$ cat src/rtl/dsadc_pkg.sv
`timescale 1ns/1ps
package dsadc_pkg;

    typedef enum logic [2:0] {
        PH_AZ   = 3'd0,
        PH_SI   = 3'd1,
        PH_RI   = 3'd2,
        PH_IZ   = 3'd3,
        PH_HOLD = 3'd4
    } phase_e;

    function automatic int unsigned pow10(input int unsigned n);
        int unsigned r;
        r = 1;
        for (int unsigned i = 0; i < n; i++) r = r * 10;
        return r;
    endfunction

    function automatic logic [63:0] bin2bcd(input int unsigned v);
        logic [63:0] r;
        int unsigned t;
        r = '0;
        t = v;
        for (int i = 0; i < 16; i++) begin
            r[4*i +: 4] = 4'(t % 10);
            t = t / 10;
        end
        return r;
    endfunction

endpackage

$ cat src/rtl/dsadc_phase_timer.sv
`timescale 1ns/1ps
module dsadc_phase_timer #(
    parameter int W = 8
) (
    input  logic         clk,
    input  logic         rst,
    input  logic         clr,
    output logic [W-1:0] cnt_o
);

    always_ff @(posedge clk) begin
        if (rst || clr) cnt_o <= '0;
        else            cnt_o <= cnt_o + 1'b1;
    end

endmodule

$ cat src/rtl/dsadc_bcd_counter.sv
`timescale 1ns/1ps
module dsadc_bcd_counter #(
    parameter int NDIG = 5
) (
    input  logic            clk,
    input  logic            rst,
    input  logic            clr,
    input  logic            en,
    output logic [4*NDIG-1:0] cnt_o,
    output logic            wrap_o
);

    logic [NDIG:0] carry;
    assign carry[0] = en;

    generate
        for (genvar g = 0; g < NDIG; g++) begin : g_dig
            localparam logic [3:0] LIM = (g == NDIG - 1) ? 4'd1 : 4'd9;
            logic [3:0] d_q;
            logic       at_lim;

            assign at_lim       = (d_q == LIM);
            assign carry[g + 1] = carry[g] && at_lim;

            always_ff @(posedge clk) begin
                if (rst || clr)    d_q <= 4'd0;
                else if (carry[g]) d_q <= at_lim ? 4'd0 : d_q + 4'd1;
            end

            assign cnt_o[4*g +: 4] = d_q;
        end
    endgenerate

    assign wrap_o = carry[NDIG];

endmodule

$ cat src/rtl/dsadc_flags.sv
`timescale 1ns/1ps
module dsadc_flags #(
    parameter int              RW     = 20,
    parameter logic [RW-1:0]   UR_BCD = '0
) (
    input  logic          clk,
    input  logic          rst,
    input  logic          si_start,
    input  logic          ri_start,
    input  logic          ri_end,
    input  logic          ovr_hit,
    input  logic          load,
    input  logic          cmp_pos_i,
    input  logic [RW-1:0] count_i,
    output logic          pol_o,
    output logic          ovr_o,
    output logic          ur_o,
    output logic [RW-1:0] result_o
);

    // BCD values order like unsigned binary, so a plain compare suffices
    always_ff @(posedge clk) begin
        if (rst) begin
            pol_o    <= 1'b0;
            ovr_o    <= 1'b0;
            ur_o     <= 1'b0;
            result_o <= '0;
        end else begin
            if (si_start) ur_o <= 1'b0;
            if (ri_start) begin
                pol_o <= cmp_pos_i;
                ovr_o <= 1'b0;
            end
            if (ri_end) begin
                ovr_o <= ovr_hit;
                ur_o  <= !ovr_hit && (count_i <= UR_BCD);
            end
            if (load) result_o <= count_i;
        end
    end

endmodule

$ cat src/rtl/dsadc_seq.sv
`timescale 1ns/1ps
module dsadc_seq
    import dsadc_pkg::*;
#(
    parameter int unsigned NDIG       = 5,
    parameter int unsigned AZ_LEN     = 10001,
    parameter int unsigned SI_LEN     = 10000,
    parameter int unsigned IZ_LEN     = 150,
    parameter int unsigned IZ_OVR_LEN = 6200,
    parameter int unsigned UR_LIMIT   = 1800
) (
    input  logic              clk,
    input  logic              rst,
    input  logic              run_i,
    input  logic              cmp_pos_i,
    input  logic              zc_i,
    output logic              sw_az_o,
    output logic              sw_si_o,
    output logic              sw_ri_pos_o,
    output logic              sw_ri_neg_o,
    output logic              sw_iz_o,
    output logic              busy_o,
    output logic              polarity_o,
    output logic              overrange_o,
    output logic              underrange_o,
    output logic              load_o,
    output logic [4*NDIG-1:0] result_o
);

    localparam int unsigned RW     = 4 * NDIG;
    localparam int unsigned FS     = 2 * pow10(NDIG - 1);
    localparam int unsigned RI_MAX = FS + 1;
    localparam int unsigned M1     = (AZ_LEN > SI_LEN) ? AZ_LEN : SI_LEN;
    localparam int unsigned M2     = (IZ_LEN > IZ_OVR_LEN) ? IZ_LEN : IZ_OVR_LEN;
    localparam int unsigned M3     = (M1 > M2) ? M1 : M2;
    localparam int unsigned TMAX   = (M3 > RI_MAX) ? M3 : RI_MAX;
    localparam int unsigned TW     = $clog2(TMAX + 1);
    localparam logic [RW-1:0] UR_BCD = RW'(bin2bcd(UR_LIMIT));

    phase_e        state_q, state_d;
    logic [TW-1:0] tmr;
    logic [RW-1:0] count;
    logic          wrap;
    logic          ri_first, cnt_en;
    logic          si_start, ri_start, ri_end;
    logic [TW-1:0] iz_last;

    dsadc_phase_timer #(.W(TW)) u_timer (
        .clk   (clk),
        .rst   (rst),
        .clr   (state_d != state_q),
        .cnt_o (tmr)
    );

    assign ri_first = (state_q == PH_RI) && (tmr == '0);
    assign cnt_en   = (state_q == PH_RI) && !ri_first && !zc_i;

    dsadc_bcd_counter #(.NDIG(NDIG)) u_count (
        .clk    (clk),
        .rst    (rst),
        .clr    (ri_start),
        .en     (cnt_en),
        .cnt_o  (count),
        .wrap_o (wrap)
    );

    assign si_start = (state_q == PH_AZ) && (state_d == PH_SI);
    assign ri_start = (state_q == PH_SI) && (state_d == PH_RI);
    assign ri_end   = (state_q == PH_RI) && (state_d == PH_IZ);
    assign iz_last  = overrange_o ? TW'(IZ_OVR_LEN - 1) : TW'(IZ_LEN - 1);

    dsadc_flags #(.RW(RW), .UR_BCD(UR_BCD)) u_flags (
        .clk       (clk),
        .rst       (rst),
        .si_start  (si_start),
        .ri_start  (ri_start),
        .ri_end    (ri_end),
        .ovr_hit   (wrap),
        .load      (load_o),
        .cmp_pos_i (cmp_pos_i),
        .count_i   (count),
        .pol_o     (polarity_o),
        .ovr_o     (overrange_o),
        .ur_o      (underrange_o),
        .result_o  (result_o)
    );

    // State register
    always_ff @(posedge clk) begin
        if (rst) state_q <= PH_AZ;
        else     state_q <= state_d;
    end

    // Transitions
    always_comb begin
        state_d = state_q;
        unique case (state_q)
            PH_AZ:   if (tmr == TW'(AZ_LEN - 1)) state_d = PH_SI;
            PH_SI:   if (tmr == TW'(SI_LEN - 1)) state_d = PH_RI;
            PH_RI:   if (zc_i || wrap)           state_d = PH_IZ;
            PH_IZ:   if (tmr == iz_last)         state_d = run_i ? PH_AZ : PH_HOLD;
            PH_HOLD: if (run_i)                  state_d = PH_AZ;
            default:                             state_d = PH_AZ;
        endcase
    end

    // Outputs decoded from the registered state
    always_comb begin
        sw_az_o     = 1'b0;
        sw_si_o     = 1'b0;
        sw_ri_pos_o = 1'b0;
        sw_ri_neg_o = 1'b0;
        sw_iz_o     = 1'b0;
        busy_o      = 1'b0;
        load_o      = 1'b0;
        unique case (state_q)
            PH_AZ, PH_HOLD: sw_az_o = 1'b1;
            PH_SI: begin
                sw_si_o = 1'b1;
                busy_o  = 1'b1;
            end
            PH_RI: begin
                sw_ri_pos_o = polarity_o;
                sw_ri_neg_o = !polarity_o;
                busy_o      = 1'b1;
            end
            PH_IZ: begin
                sw_iz_o = 1'b1;
                load_o  = (tmr == '0);
            end
            default: sw_az_o = 1'b1;
        endcase
    end

endmodule

$ cat config.mk
export PLATFORM = sky130hd
export DESIGN_NAME = dsadc_seq
export DESIGN_NICKNAME = d
export VERILOG_FILES = /design/src/rtl/dsadc_pkg.sv /design/src/rtl/dsadc_phase_timer.sv /design/src/rtl/dsadc_bcd_counter.sv /design/src/rtl/dsadc_flags.sv /design/src/rtl/dsadc_seq.sv
export SDC_FILE = /design/constraint.sdc
export NUM_CORES = 1
export LEC_CHECK = 0
export ABC_AREA = 0
export BUFFER_PORTS_ARGS = -buffer_cell sky130_fd_sc_hd__clkbuf_2
export CORE_AREA = 2 2 81 75
export DETAILED_ROUTE_END_ITERATION = 6
export DIE_AREA = 0 0 83 77
export MAX_ROUTING_LAYER = met4
export PLACE_DENSITY = 0.71
export SLEW_MARGIN = 20
export SYNTH_ARGS = -nofsm -noshare
export SYNTH_HDL_FRONTEND = slang
export SYNTH_SLANG_ARGS = --single-unit
$ cat constraint.sdc
create_clock -name clk -period 5.1 [get_ports clk]
set_clock_uncertainty 0.2 [all_clocks]
set_input_delay 1.02 -clock clk [delete_from_list [all_inputs] [get_ports clk]]
set_output_delay 1.02 -clock clk [all_outputs]
set_load 0.02 [all_outputs]
# == After elaboration in Yosys (flattened, before gate mapping) ==
# Cells that the tools add are included.
# W data, S select, Z words.
# word_totals
regBits,61
output_inout_bits,30
word_cells,83
input_bits,5
# op_classes
magnitude_cmp,1
mux,24
reduce_logical,25
n_eq_ne,16
add_sub_neg,6
# op_table
operator,count
$eq A15 B14 Y1 const B,2
$add A4 B1 Y4 const B,5
$le A20 B13 Y1 const B,1
$mux W4,5
$mux W3,6
$eq A4 B4 Y1 const B,4
$add A15 B1 Y15 const B,1
$eq A15 B13 Y1,1
$logic_not A15 Y1,1
$pmux W3 S5,1
$mux W13,1
$eq A3 B2 Y1 const B,4
$logic_and A1 B1 Y1,12
$mux W1,11
$eq A3 B1 Y1 const B,2
$eq A4 B1 Y1 const B,1
$logic_not A1 Y1,4
$reduce_bool A2 Y1,2
$eq A3 B3 Y1 const B,1
$logic_not A3 Y1,1
$logic_or A1 B1 Y1,3
$ne A3 B3 Y1,1
$reduce_or A3 Y1,1
$reduce_or A2 Y1,1

# == Depth between registers and ports, before layout ==
# depth
ltp_word,17
depth_mapped,10
mapped_depth_nobuf,8

# == By module ==
# Synthesis repeated with hierarchy kept, for this count alone.
# hier_totals
cells_unflattened,321
hier_area_um2,2937.8
# modules_own_cells
mod,instances,cells_per_inst,seq_area_each_um2,area_each_um2
dsadc_bcd_counter,1,115,400.4,1029.7
dsadc_flags,1,83,460.4,854.6
dsadc_phase_timer,1,74,300.3,666.9
dsadc_seq,1,49,60.1,386.6

# == Least setup slack after synthesis ==
# OpenSTA, ideal clock, no wires.
# synth_path
path_kind,register to output
startpoint,register u_timer.cnt_o[0]
endpoint,output load_o
path_stages_with_launch,8
t_arrival_ps,1916
setup_slack_ps,1964
t_required_ps,3880
path_cell_list,dfxtp_1 -> inv_1 -> ha_1 -> or3b_2 -> nor4_2 -> nand2_1 -> inv_1 -> buf_2
# synth_via
elab_chain_cells,2
# synth_lines
element,line,text
from (decl),dsadc_phase_timer.sv:8,output logic [W-1:0] cnt_o
from (signal assigned),dsadc_phase_timer.sv:13,else cnt_o <= cnt_o + 1'b1;
$logic_not A15 Y1,dsadc_seq.sv:129,load_o = (tmr == '0);
$mux W1,dsadc_seq.sv:116,unique case (state_q)
to (decl),dsadc_seq.sv:26,"output logic load_o,"
# Every way passes these cells.

# == Worst setup path after layout ==
# Same ends and word-level chain as after synthesis.

==> results_dict.tcl <==
set metrics [dict create \
    yosys.area.top_type "dfxtp_1" \
    post-cts-setup-buffer-count 0 \
    start_util_pct 53.58 \
    clock_latency_ns 0.35 \
    route.detailed.drc 0 \
    place.gp.congestion 0.8883 \
    syn_area_mm2 0.002980 \
    syn_inst 358 \
    antenna_found_initial 0 \
    netlist_top_cells_area "dfxtp_1, nand2_1, a21oi_1" \
    cts_tree "yes" \
    wl_per_cell_um 13.90 \
    hold_path_end "u_flags.result_o[15]" \
    maxSlewHeadroom_pct 37.52 \
    ios 35 \
    nNetsFinal 395 \
    cp.arrival_ns 2.45 \
    drtAntennaViolNets 0 \
    power_w 0.001004 \
    r2r_end "u_count.g_dig[3].d_q[1]" \
    synth_cell_type_count 47 \
    port_buffers 34 \
    p_per_area_mw_per_mm2 296.0 \
    ctsResizeCount 0 \
    yosysWarnings 0 \
    grtUsageMet3_pct 6.459 \
    cts_root_buf "clkbuf_8" \
    critPathLaunchType "register" \
    cts.path.max_buffers 2 \
    ir_worst_vdd_uv 186.1 \
    seq_area_frac_synth_pct 40.97 \
    ys_async_sr_fraction_pct 0 \
    ff2ff_path_depth 5 \
    cp-end-kind "output pin" \
    maxSlewViolCount 0 \
    diodes 0 \
    drt_iter0_drc 138 \
    ys_seq_elements 61 \
    finalCritPeriodShare_pct 71.93 \
    drtPass1Iterations 4 \
    std_cell_rows 26 \
    coreArea_mm2 0.005563 \
    grt-busiest-layer "met2" \
    die_x_um 83 \
    worst_slew_pin_slew_ns 0.9246 \
    gr-usage-met1_pct 26.89 \
    finalHoldViolations 0 \
    drt_wl_total_um 6438 \
    rrSetupSlack_ns 2.30 \
    hpwl_um 4430 \
    drive_gt1_share_pct 19.08 \
    grt_pass1_wl_um 11050 \
    via_per_inst 5.555 \
    avgSynthCellArea_um2 8.325 \
    drv_cap 0 \
    rsz0062_at_grt "false" \
    setup.worst_path.class "register to output pin" \
    hold_path_startpoint "u_flags.result_o[15]" \
    regToRegStartpoint "u_count.g_dig[0].d_q[0]" \
    clock-sinks 61 \
    period_minus_slack_ns 3.668 \
    die_area_mm2 0.006391 \
    hold_class "register to register" \
    netlist.area_leader.share_pct 40.97 \
    areaGrowthSynthToFinish_pct 13.81 \
    p_leak_nw 1.244 \
    finalSetupTns_ns 0 \
    status "finished clean" \
    grt_max_degree 29 \
    cts_inserted_buffers 9 \
    grt_util_met2_pct 33.31 \
    crit_fanout 9 \
    fmax_mhz 272.6 \
    num_vias 2572 \
    grt_usage_pct 21.92 \
    synth.net_count 365 \
    grt_pass1_vias 2350 \
    hold_path_depth 2 \
    clk_pin_slew_ns 0.07 \
    ys.flop_type "dfxtp_1" \
    fillCellCount 506 \
    globalRouteOverflowTotal 0 \
    worstPathRequired_ns 3.88 \
    die_h_um 77 \
    htree_num_levels 3 \
    synth_edf_count 0 \
    hold_buffers 0 \
    final-setup-viol-count 0 \
]
-- cells in the mapped netlist, types with 2 or more instances --
library cell	n
buf_2	3
xnor2_1	14
nor4b_1	2
ha_1	2
o21ai_0	12
nand2b_1	3
nor3_1	15
clkbuf_1	12
nor3_2	10
nand3_1	10
mux2i_1	4
nand4b_1	2
dfxtp_1	61
nor2b_1	12
nand4_1	8
nor4_1	5
nand3b_1	2
or3b_2	3
inv_1	6
nor2_1	26
or2_2	2
nor4bb_1	2
xor2_1	8
or3_1	6
nand2_1	60
a21oi_1	32
or4_4	3
nor3b_1	3
a211oi_1	2
o21a_1	2
nand4bb_1	4
and3_1	5
buf_6	3
-- how the worst max path moves through the flow --
stage                     endpoint              from  slack [ns]
after floorplan             load_o  u_timer.cnt_o[0]        1.96
after global placement      load_o  u_timer.cnt_o[0]        1.82
after detailed placement    load_o  u_timer.cnt_o[0]        1.79
after CTS                   load_o  u_timer.cnt_o[0]        1.42
after global routing        load_o  u_timer.cnt_o[0]        1.18
final                       load_o  u_timer.cnt_o[0]        1.43
-- critical path, cell delays in order (launching register included) --
cell,delay [ns]
dfxtp_1,0.37
inv_1,0.08
ha_1,0.15
or3b_2,0.47
nor4_2,0.60
nand2_1,0.16
inv_1,0.11
clkbuf_2,0.17
-- sequential cells by signal (all words and copies together) (netlist names) --
register / count
u_timer.cnt_o: 15
state_q: 3
u_flags.pol_o: 1
u_count.g_dig.d_q: 20
u_flags.ur_o: 1
u_flags.result_o: 20
u_flags.ovr_o: 1
-- metal layers --
metal  routed length, um  part of all wire, %
met5                   0                    0
met4                 135                  2.1
met3                 253                  3.9
met2                2988                   46
met1                3061                   48
-- final cells by class --
class / count / area [um^2] / area share [%]
clock buffer: 12 / 155.1 / 4.574
inverter: 6 / 22.52 / 0.6640
timing repair buffer: 37 / 192.7 / 5.681
multi-input combinational: 273 / 1643 / 48.43
tap: 70 / 87.58 / 2.582
clock inverter: 4 / 70.07 / 2.066
sequential: 61 / 1221 / 36.00
-- cell families after synthesis --
kind of cell / count (synthesis) / synth area share [%]
AOI/OAI and AO/OA: 55 / 10.45
xor gates and xnor gates: 22 / 6.465
adders and majority gates: 2 / 0.8395
buffers and inverters: 24 / 3.904
DFF: 61 / 40.97
muxes: 4 / 1.343
and+or+nand+nor: 190 / 36.02
-- per-stage QoR --
stage	util, %	setup slack, ns	cell area (um^2)	instances	hold WS [ns]
after floorplan	-	1.964	2980	358	0.2623
after global placement	56.93	1.817	3167	447	0.2410
after detailed placement	56.93	1.787	3167	447	0.2454
after CTS	60.98	1.416	3392	463	0.2547
after global routing	60.98	1.177	3392	463	0.2733
final	60.98	1.432	3392	463	0.2511
-- power breakdown --
group           total, W  internal [W]  switching, W
logic          0.0000313     0.0000110     0.0000203
clock network   0.000491      0.000300      0.000191
registers       0.000482      0.000478    0.00000359
total            0.00100      0.000790      0.000214
-- layout by cell type, fill, tap and decap left out, types with 5 or more instances in the layout --
cell type	count
or3_1	6
xnor2_1	14
nand4_1	8
nor3_2	10
a21oi_1	32
dfxtp_1	61
inv_1	6
nor2_1	26
nand3_1	10
nor4_1	5
xor2_1	8
nor2b_1	12
nor3_1	15
clkbuf_2	34
o21ai_0	12
and3_1	5
clkbuf_8	11
nand2_1	60
(Power assumes the default switching activity.)
